**config.mk**
```make
export PLATFORM = sky130hd
export DESIGN_NAME = rit_enable_ctrl
export DESIGN_NICKNAME = d
export VERILOG_FILES = /design/src/rtl/rit_pkg.sv /design/src/rtl/rit_sync.sv /design/src/rtl/rit_debounce.sv /design/src/rtl/rit_latch.sv /design/src/rtl/rit_enable_ctrl.sv
export SDC_FILE = /design/constraint.sdc
export NUM_CORES = 1
export LEC_CHECK = 0
export BUFFER_PORTS_ARGS = -buffer_cell sky130_fd_sc_hd__buf_2
export CORE_AREA = 10 10 47 49
export CTS_CLUSTER_SIZE = 25
export DETAILED_ROUTE_END_ITERATION = 6
export DIE_AREA = 0 0 57 59
export PLACE_DENSITY = 0.57
export SLEW_MARGIN = 25
export SYNTH_ARGS = -nofsm -noshare
export SYNTH_HDL_FRONTEND = slang
export SYNTH_SLANG_ARGS = --single-unit
```
**constraint.sdc**
```tcl
create_clock -name clk -period 1.7 [get_ports clk]
set_input_delay 0.34 -clock clk [delete_from_list [all_inputs] [get_ports clk]]
set_output_delay 0.34 -clock clk [all_outputs]
set_load 0.01 [all_outputs]
```
**src/rtl/rit_pkg.sv**
```systemverilog
package rit_pkg;
  localparam int unsigned DEF_STABLE_CYCLES = 16;
  localparam int unsigned DEF_SYNC_STAGES   = 2;
  localparam logic SEL_FIXED    = 1'b0;
  localparam logic SEL_VARIABLE = 1'b1;
endpackage

```
**src/rtl/rit_sync.sv**
```systemverilog
module rit_sync #(
  parameter int unsigned STAGES = 2
) (
  input  logic clk,
  input  logic rst,
  input  logic d_i,
  output logic q_o
);
  logic [STAGES-1:0] chain_q;

  always_ff @(posedge clk) begin
    if (rst) chain_q <= '0;
    else     chain_q <= {chain_q[STAGES-2:0], d_i};
  end

  assign q_o = chain_q[STAGES-1];
endmodule

```
**src/rtl/rit_debounce.sv**
```systemverilog
module rit_debounce #(
  parameter int unsigned STABLE_CYCLES = 16
) (
  input  logic clk,
  input  logic rst,
  input  logic level_i,
  output logic press_o
);
  localparam int unsigned CW = $clog2(STABLE_CYCLES + 1);
  localparam logic [CW-1:0] LIMIT = CW'(STABLE_CYCLES - 1);

  logic [CW-1:0] cnt_q;
  logic          stable_q;
  logic          press_q;
  logic          accept;

  assign accept = (level_i != stable_q) && (cnt_q == LIMIT);

  always_ff @(posedge clk) begin
    if (rst) begin
      cnt_q    <= '0;
      stable_q <= 1'b0;
      press_q  <= 1'b0;
    end else begin
      press_q <= accept && level_i;
      if (level_i == stable_q) begin
        cnt_q <= '0;
      end else if (accept) begin
        stable_q <= level_i;
        cnt_q    <= '0;
      end else begin
        cnt_q <= cnt_q + 1'b1;
      end
    end
  end

  assign press_o = press_q;
endmodule

```
**src/rtl/rit_latch.sv**
```systemverilog
module rit_latch (
  input  logic clk,
  input  logic rst,
  input  logic press_i,
  input  logic clear_i,
  input  logic tx_i,
  output logic enable_o,
  output logic var_sel_o
);
  import rit_pkg::*;

  logic enable_q;
  logic sel_q;

  always_ff @(posedge clk) begin
    if (rst) begin
      enable_q <= 1'b0;
      sel_q    <= SEL_FIXED;
    end else begin
      if (clear_i)      enable_q <= 1'b0;
      else if (press_i) enable_q <= ~enable_q;
      sel_q <= (enable_q && !tx_i) ? SEL_VARIABLE : SEL_FIXED;
    end
  end

  assign enable_o  = enable_q;
  assign var_sel_o = sel_q;
endmodule

```
**src/rtl/rit_enable_ctrl.sv**
```systemverilog
module rit_enable_ctrl #(
  parameter int unsigned STABLE_CYCLES = rit_pkg::DEF_STABLE_CYCLES,
  parameter int unsigned SYNC_STAGES   = rit_pkg::DEF_SYNC_STAGES
) (
  input  logic clk,
  input  logic rst,
  input  logic btn_raw_i,
  input  logic tune_step_i,
  input  logic tx_mode_i,
  output logic rit_led_o,
  output logic vxo_var_sel_o
);
  logic btn_s;
  logic tx_s;
  logic press;

  rit_sync #(.STAGES(SYNC_STAGES)) u_btn_sync (
    .clk(clk), .rst(rst), .d_i(btn_raw_i), .q_o(btn_s)
  );

  rit_sync #(.STAGES(SYNC_STAGES)) u_tx_sync (
    .clk(clk), .rst(rst), .d_i(tx_mode_i), .q_o(tx_s)
  );

  rit_debounce #(.STABLE_CYCLES(STABLE_CYCLES)) u_deb (
    .clk(clk), .rst(rst), .level_i(btn_s), .press_o(press)
  );

  rit_latch u_latch (
    .clk(clk), .rst(rst), .press_i(press), .clear_i(tune_step_i),
    .tx_i(tx_s), .enable_o(rit_led_o), .var_sel_o(vxo_var_sel_o)
  );
endmodule

```
Word level (Yosys, flattened, before mapping)
Index checks and enable logic that the tools add are counted.

word-level totals
  word-level logic and storage cells = 21
  flip-flop bits (word level) = 13
  output and inout bits = 2
  bits of input ports = 5

operators by class
  add/sub/neg operators = 1
  eq/ne operators = 3
  reduce and logical (&&, ||, !) cells = 7
  multiplexer cells = 1
  bitwise operators = 2

operators with widths
  cell                 number
  $add 5x1->5 const B  1
  $eq 5x4->1 const B   1
  $logic_and 1x1->1    3
  $reduce_or 3->1      1
  $not 1->1            2
  $reduce_and 2->1     1
  $reduce_or 2->1      1
  $eq 1x1->1           1
  $logic_not 1->1      1
  $mux 1               1
  $ne 1x1->1           1

Depth between registers and ports, before layout
Gate-level depths: netlist (run 1).

  word-level depth = 3
  mapped depth = 5
  depth with buffers taken out = 5

By module
From an unflattened synthesis (run 1), not the netlist that was laid out.

unflattened totals
  cells, all modules = 38
  area total of the unflattened synthesis = 442.9 µm²

modules (own cells, without submodules)
  module        cells an instance  times used  area each (µm²)
  rit_debounce  25                 1           266.5
  rit_sync      4                  2           52.6
  rit_latch     5                  1           71.3

Worst setup path after synthesis (run 1)
OpenSTA, ideal clock, no wires.

  kind = reg2reg
  from = register u_deb.cnt_q[0]
  to = register u_deb.cnt_q[2]
  arrival = 1347 ps
  slack = 289 ps
  cell stages (with the launch flop) = 6
  path buffers = 0
  period minus slack after synthesis = 1411 ps
  library setup time = 64 ps
  path through = dfxtp_1 > ha_1 > and3_1 > ha_1 > or3_4 > nor2_1

between the ends
  word-level cells in the longest chain between the ends = 3
  elaborated cells on any way between the ends = 4
  those cells by class = 1 x add/sub; 1 x eq/ne; 2 x reduce/logical

ends and longest elaborated chain
  what                                                 line                text
  from (decl)                                          rit_debounce.sv:12  logic [CW-1:0] cnt_q;
  from (signal assigned)                               rit_debounce.sv:32  cnt_q <= cnt_q + 1'b1;
  branches (longest 3 deep; another with $add 5x1->5)  --

Several ways; the timed one is not identified.
A chain may end at the register's enable or synchronous reset.

Final worst setup path (run 1)
  from = register u_deb.cnt_q[0]
  to = register u_deb.cnt_q[3]

The elaborated chain is that of the path after synthesis.

==> results of run 1 <==
==> power by group <==
part | switching, mW | internal, mW
clock | 0.0950 | 0.0909
combinational | 0.00587 | 0.00750
sequential | 0.00182 | 0.309
total | 0.103 | 0.408
==> through the flow <==
step / util, % / hold WS (ns) / cells
floorplan: - / 0.372 / 38
global placement: 34.5 / 0.374 / 60
detailed placement: 34.5 / 0.378 / 60
CTS: 36.3 / 0.222 / 64
global route: 36.3 / 0.205 / 64
finish: 36.3 / 0.227 / 64
==> layout make-up <==
class / count / area [um^2] / area share (%)
flip-flops and latches: 13 / 260 / 51.1
multi-input cells: 23 / 165 / 32.4
well taps: 16 / 20.0 / 3.93
clock buffers: 4 / 26.3 / 5.16
inverters: 2 / 7.51 / 1.47
repair buffers: 6 / 30.0 / 5.90
==> sequential cells by signal, indices dropped and copies added (netlist names) <==
signal / flops
u_tx_sync.chain_q: 2
u_deb.cnt_q: 5
u_deb.stable_q: 1
u_latch.enable_o: 1
u_latch.var_sel_o: 1
u_deb.press_o: 1
u_btn_sync.chain_q: 2
==> synth_stat cells, drive strengths merged <==
| cell type | instances |
|---|---|
| or3 | 1 |
| dfxtp | 13 |
| and3 | 1 |
| xor2 | 1 |
| and4bb | 1 |
| nor3b | 1 |
| xnor2 | 3 |
| nor2 | 6 |
| inv | 2 |
| nor2b | 4 |
| nor3 | 1 |
| mux2i | 1 |
| nand3 | 1 |
| ha | 2 |
==> how the worst min path moves through the flow <==
stage                              start  depth (start not counted)  slack, ns                 to
detailed placement  u_tx_sync.chain_q[1]                          1       0.38  u_latch.var_sel_o
floorplan           u_tx_sync.chain_q[1]                          1       0.37  u_latch.var_sel_o
CTS                          tune_step_i                          2       0.22   u_latch.enable_o
global placement    u_tx_sync.chain_q[1]                          1       0.37  u_latch.var_sel_o
global route                 tune_step_i                          2       0.20   u_latch.enable_o
finish                       tune_step_i                          2       0.23   u_latch.enable_o
==> cell families after synthesis <==
kind of cell	synth area share (%)
flip-flops	60.1
AND/OR/NAND/NOR	22.0
multiplexers	2.31
buffers and inverters	1.73
adder cells (fa/ha/maj)	5.78
XOR/XNOR	8.09
==> cell usage in the layout, fill, tap and decap left out <==
cell / n
xor2_1: 1
inv_1: 2
xnor2_1: 3
clkbuf_4: 3
mux2i_1: 1
and3_1: 1
nor3b_1: 1
nand3_1: 1
nor2_1: 6
nor2b_1: 4
dfxtp_1: 13
ha_1: 2
nor3_1: 1
clkbuf_1: 1
or3_4: 1
buf_2: 6
and4bb_2: 1
==> routing by layer <==
layer / global-route usage, % / part of all wire, % / routed length [um]
met1: 4.77 / 49 / 286
met3: 1.93 / 3.9 / 23
met2: 5.12 / 42 / 246
met4: 6.04 / 5.6 / 33
met5: 0 / 0 / 0
==> impl_metrics.toml, run 1 <==
[worst_setup_path]
r2r_end = "u_deb.cnt_q[3]"
cp_top_family = "simple AND/OR/NAND/NOR gates"
path_depth = 5
r2r_cells = 5
critPathMostFrequentCell = "ha_1"
r2r_start = "u_deb.cnt_q[0]"
r2r_setup_slack_ns = 0.21
cpPeakStageDelay_ns = 0.43
critPathMaxFanout = 5
arrival_ns = 1.71
start_kind = "register"
critical_path_class = "register to register"
worstPathCellList = "ha_1 > and3_1 > ha_1 > or3_4 > nor2_1"
worst-path-buf-inv = 0
crit_required_ns = 1.91
crit_end = "u_deb.cnt_q[3]"
startpoint = "u_deb.cnt_q[0]"
critPathCaptureType = "register"
cpMaxStageDelayCell = "or3_4"

[clock_network]
root_buffer = "clkbuf_4"
clockBufferDepth = 2
hold_buffers = 0
cts_buffers = 3
clk_latency_ns = 0.27
cts_tree = "yes"
postCtsSetupBuffers = 0
clock_sinks = 13
cts_htree_levels = 1
clkTransAtPathRegs_ns = 0.08
ctsResizeCount = 0

[placement]
port_buffers = 6
post-dp-hpwl_um = 434
pre_cts_ws_ns = 0.216
place.gp.congestion = 0.644
post_dp_cell_area_um2 = 483

[timing]
layout_min_cycle_time_ns = 1.49
fmax_mhz = 670
rsz0062_at_grt = "no"
hold_viol_final = 0
skew_ns = 0.00156
worstMarginPinSlew_ns = 0.148
final.setup.tns_ns = 0
slew_headroom_pct = 90.0
fin_ws_ns = 0.208
period_share_pct = 87.7
setup_violations = 0
drv_slew = 0

[routing]
first_pass_iters = 3
finalWirelength_um = 589
drc = 0
ant_nets = 0
vias = 266
routed_via_density = 4.16
wl_per_cell_um = 9.20
drt-initial-drc-count = 1

[yosys]
syn_area_um2 = 433
synth_seq_cells = 13
yosys.area.top_type = "dfxtp_1"
ys_top_cells_by_area = "dfxtp_1 (60%), xnor2_1 (6.1%), ha_1 (5.8%)"
synth_seq_area_share_pct = 60.1
synth.avg_cell_area_um2 = 11.4
syn_inst = 38
yosysUniqueCellTypes = 14
synth.top_cell.area_share_pct = 60.1
ys_warn_count = 0
synth_fp_nets = 45

[die]
core_um2 = 1400
rows = 14
initial_core_util_pct = 30.9
die-area_um2 = 3360
io_pins = 7
die_w_um = 57
dieHeight_um = 59

[run]
drv_cap = 0

[final_layout]
fin_nets = 56
fill_cells = 146
syn_to_final_growth_pct = 17.6
diodes = 0
post-route-cell-area_um2 = 509
drive_gt1_share_pct = 22.9

[global_route]
grt_max_degree = 10
overflow = 0
grt_usage_pct = 4.33
grt_pass1_wl_mm = 1.06
grt_pass1_vias = 262
antenna_found_initial = 0

[worst_hold_path]
hold_class = "primary input to register"

[run_status]
run_status = "completed"

[power]
p_leak_nw = 0.204
p_per_area_nw_per_um2 = 1000
finalPower_mw = 0.510
ir_drop_v = 0.000411
Note: power is estimated with default switching activity, not from simulation.
==> inputs of run 2 (changes only) <==
- ABC_CLOCK_PERIOD_IN_PS: unset -> 1700
- GPL_ROUTABILITY_DRIVEN: unset -> 0
- GPL_TIMING_DRIVEN: unset -> 0
==> run 2 against run 1 <==
Net effect: register-to-register slack barely moved; critical path type unchanged; clock-buffer cell count is the same; fmax decreased by 0.94%.
==> impl_metrics.toml, run 2 (synthesis gave the netlist of run 1 again) <==
[power]
p_comb_share_pct = 2.6
p_per_area_nw_per_um2 = 991
pwr-share-seq_pct = 61.6
p_leak_nw = 0.204
swShare_pct = 19.3
p_int_mw = 0.408
pwr-share-clk_pct = 35.8
ir_drop_v = 0.000407
p_sw_mw = 0.0973

[die]
dieHeight_um = 59
io_pins = 7
die-area_um2 = 3360
rows = 14
core_um2 = 1400
initial_core_util_pct = 30.9
die_w_um = 57

[clock_network]
postCtsSetupBuffers = 0
root_buffer = "clkbuf_4"
clkTransAtPathRegs_ns = 0.07
ctsResizeCount = 0
clk_latency_ns = 0.26
cts_htree_levels = 1
hold_buffers = 0
cts_tree = "yes"
cts_buffers = 3
clockBufferDepth = 2
clock_sinks = 13

[timing]
final.setup.tns_ns = 0
slew_headroom_pct = 91.8
hold_viol_final = 0
skew_ns = 0.000527
fmax_mhz = 664
drv_slew = 0
layout_min_cycle_time_ns = 1.51
whs_ns = 0.228
worstMarginPinSlew_ns = 0.119
rsz0062_at_grt = "no"
period_share_pct = 88.6
setup_violations = 0

[worst_setup_path]
r2r_end = "u_deb.cnt_q[2]"
crit_required_ns = 1.91
critPathMostFrequentCell = "ha_1"
arrival_ns = 1.72
critPathMaxFanout = 5
cp_top_family = "simple AND/OR/NAND/NOR gates"
r2r_start = "u_deb.cnt_q[0]"
worst-path-buf-inv = 0
start_kind = "register"
r2r_cells = 5
cpPeakStageDelay_ns = 0.43
cpMaxStageDelayCell = "or3_4"
r2r_setup_slack_ns = 0.19
worstPathCellList = "ha_1 > and3_1 > ha_1 > or3_4 > nor2_1"
critical_path_class = "register to register"
critPathCaptureType = "register"

[final_layout]
syn_to_final_growth_pct = 17.6
post-route-cell-area_um2 = 509
top_regs = "u_deb.cnt_q x5, u_btn_sync.chain_q x2, u_tx_sync.chain_q x2"
fin_nets = 56
largest_reg_flops = 5
final_common_cell = "dfxtp_1"
drive_gt1_share_pct = 22.9
diodes = 0
top_register = "u_deb.cnt_q"
most-common-layout-cells = "dfxtp_1 (13), nor2_1 (6), buf_2 (6), nor2b_1 (4)"

[global_route]
grt_pass1_wl_mm = 1.17
grt_pass1_vias = 273
antenna_found_initial = 0
overflow = 0
grt_usage_pct = 4.68
grt_max_degree = 10

[routing]
wl_per_cell_um = 8.69
ant_nets = 0
drc = 0
drt-initial-drc-count = 1
vias = 266
first_pass_iters = 3
finalWirelength_um = 556
routed_via_density = 4.16

[run]
drv_cap = 0

[placement]
port_buffers = 6
post-dp-hpwl_um = 421
post_dp_cell_area_um2 = 483

[worst_hold_path]
hold_class = "primary input to register"
holdPathEnd = "u_latch.enable_o"
whs_path_depth = 2
hp-start = "tune_step_i"

[run_status]
run_status = "completed"
[run 2: how the worst max path moves through the flow]
stage / startpoint / end / depth (start not counted)
after floorplan: u_deb.cnt_q[0] / u_deb.cnt_q[2] / 5
final: u_deb.cnt_q[0] / u_deb.cnt_q[2] / 5
after CTS: u_deb.cnt_q[0] / u_deb.cnt_q[2] / 5
after global placement: u_deb.cnt_q[0] / u_deb.cnt_q[3] / 5
after global routing: u_deb.cnt_q[0] / u_deb.cnt_q[4] / 5
after detailed placement: u_deb.cnt_q[0] / u_deb.cnt_q[2] / 5
[run 2: per-stage QoR]
| step | setup WS (ns) | utilization [%] | cells | total power, mW |
|---|---|---|---|---|
| after global routing | 0.0774 | 36.3 | 64 | 0.537 |
| after global placement | 0.221 | 34.5 | 60 | 0.332 |
| after detailed placement | 0.203 | 34.5 | 60 | 0.332 |
| after floorplan | 0.289 | - | 38 | 0.324 |
| after CTS | 0.180 | 36.3 | 64 | 0.514 |
| final | 0.194 | 36.3 | 64 | 0.505 |
[run 2: power by group through the flow]
stage | clock network (mW) | logic (mW) | registers, mW
after floorplan | 0 | 0.00611 | 0.318
after global placement | 0 | 0.0133 | 0.318
after detailed placement | 0 | 0.0135 | 0.319
after CTS | 0.190 | 0.0135 | 0.311
after global routing | 0.210 | 0.0156 | 0.312
final | 0.181 | 0.0131 | 0.311
[run 2: routing by layer]
| layer | global-route usage, % | vias to the layer above | wire, um |
|---|---|---|---|
| met5 | 0 | - | 0 |
| met4 | 6.04 | 0 | 10 |
| met3 | 2.15 | 2 | 31 |
| met2 | 6.20 | 4 | 262 |
| met1 | 4.77 | 117 | 252 |
| li1 | - | 143 | - |
[run 2: final cells by class]
| cell class | instances | area, um^2 |
|---|---|---|
| clock buffers | 4 | 26.3 |
| fillers | 149 | 892 |
| inverters | 2 | 7.51 |
| multi-input cells | 23 | 165 |
| flip-flops and latches | 13 | 260 |
| well taps | 16 | 20.0 |
| repair buffers | 6 | 30.0 |
==> inputs of run 3 (changes only) <==
- BUFFER_PORTS_ARGS: -buffer_cell sky130_fd_sc_hd__buf_2 -> unset
- DONT_BUFFER_PORTS: unset -> 1
- MAX_ROUTING_LAYER: unset -> met4
- PLACE_DENSITY: 0.57 -> 0.52
==> run 3 against run 2 <==
Net effect: clock-buffer cell count unchanged; fmax rose by 0.79%; sequential cell count unchanged; power shrank 1.8%; sequential power is essentially flat; cell count fell by 9.4%; first-iteration DRC count decreased by 100%.
==> impl_metrics.toml, run 3 (synthesis gave the netlist of run 1 again) <==
[routing]
drt-initial-drc-count = 0
drc = 0
wl_per_cell_um = 9.71
vias = 238
finalWirelength_um = 563
routed_via_density = 4.10
first_pass_iters = 1
ant_nets = 0

[worst_setup_path]
r2r_cells = 5
path_depth = 5
cpPeakStageDelay_ns = 0.43
critical_path_class = "register to register"
arrival_ns = 1.70
cp_top_family = "simple AND/OR/NAND/NOR gates"
critPathMaxFanout = 5
critPathCaptureType = "register"
crit_required_ns = 1.91
worstPathCellList = "ha_1 > and3_1 > ha_1 > or3_4 > nor2_1"
worst-path-buf-inv = 0
critPathMostFrequentCell = "ha_1"
cpMaxStageDelayCell = "or3_4"
r2r_start = "u_deb.cnt_q[0]"
r2r_end = "u_deb.cnt_q[3]"
start_kind = "register"
r2r_setup_slack_ns = 0.21

[timing]
fin_ws_ns = 0.206
setup_violations = 0
skew_ns = 0.00146
drv_slew = 0
worstMarginPinSlew_ns = 0.186
period_share_pct = 87.9
final.setup.tns_ns = 0
slew_headroom_pct = 87.6
layout_min_cycle_time_ns = 1.49
whs_ns = 0.137
rsz0062_at_grt = "no"
fmax_mhz = 669
hold_viol_final = 0

[clock_network]
clkTransAtPathRegs_ns = 0.07
root_buffer = "clkbuf_4"
cts_tree = "yes"
clock_sinks = 13
cts_htree_levels = 1
hold_buffers = 0
clockBufferDepth = 2
ctsResizeCount = 0
postCtsSetupBuffers = 0
clk_latency_ns = 0.26
cts_buffers = 3

[final_layout]
most-common-layout-cells = "dfxtp_1 (13), nor2_1 (6), nor2b_1 (4), xnor2_1 (3), clkbuf_4 (3)"
final_common_cell = "dfxtp_1"
finish.utilization_pct = 34.2
fill_cells = 150
drive_gt1_share_pct = 11.9
syn_to_final_growth_pct = 10.7
top_register = "u_deb.cnt_q"
instances_no_fill = 58
post-route-cell-area_um2 = 479
diodes = 0
top_regs = "u_deb.cnt_q x5, u_btn_sync.chain_q x2, u_tx_sync.chain_q x2"
largest_reg_flops = 5
fin_nets = 50

[power]
finalPower_mw = 0.496
p_leak_nw = 0.177
p_per_area_nw_per_um2 = 1030
ir_drop_v = 0.000433

[die]
die-area_um2 = 3360
initial_core_util_pct = 30.9
io_pins = 7
dieHeight_um = 59
die_w_um = 57
rows = 14
core_um2 = 1400

[global_route]
antenna_found_initial = 0
grt_max_degree = 10
grt_usage_pct = 3.83
grt_pass1_vias = 206
overflow = 0
grt_pass1_wl_um = 910

[worst_hold_path]
holdPathEnd = "u_tx_sync.chain_q[1]"
hold_class = "primary input to register"
whs_path_depth = 1
hp-start = "rst"

[placement]
pre_cts_ws_ns = 0.202
port_buffers = 0
post_dp_cell_area_um2 = 453
post-dp-hpwl_um = 440
dp.cells = 54

[run]
drv_cap = 0

[run_status]
run_status = "completed"
==> run 3: worst max path at each step <==
stage	from	end	slack, ns
global placement	u_deb.cnt_q[0]	u_deb.cnt_q[2]	0.23
floorplan	u_deb.cnt_q[0]	u_deb.cnt_q[2]	0.29
CTS	u_deb.cnt_q[0]	u_deb.cnt_q[3]	0.19
global route	u_deb.cnt_q[0]	u_deb.cnt_q[3]	0.11
finish	u_deb.cnt_q[0]	u_deb.cnt_q[3]	0.21
detailed placement	u_deb.cnt_q[0]	u_deb.cnt_q[3]	0.20
==> run 3: final cells by class <==
class                           count  area [um^2]  area share [%]
Sequential cell                    13          260            54.3
Multi-Input combinational cell     23          165            34.5
Inverter                            2         7.51            1.57
Clock buffer                        4         26.3            5.48
Tap cell                           16         20.0            4.18
==> run 3: routing by layer <==
metal	up-vias	part of all wire (%)	GRT usage [%]
met5	-	0	-
li1	132	-	-
met4	0	1.2	4.03
met3	2	6.0	2.79
met2	4	45	4.65
met1	100	47	3.70
==> run 3: report_power, final <==
part	total (mW)	switching, mW	internal, mW
Combinational	0.00665	0.00221	0.00445
Clock	0.178	0.0871	0.0906
Sequential	0.311	0.00203	0.309
Total	0.496	0.0913	0.404
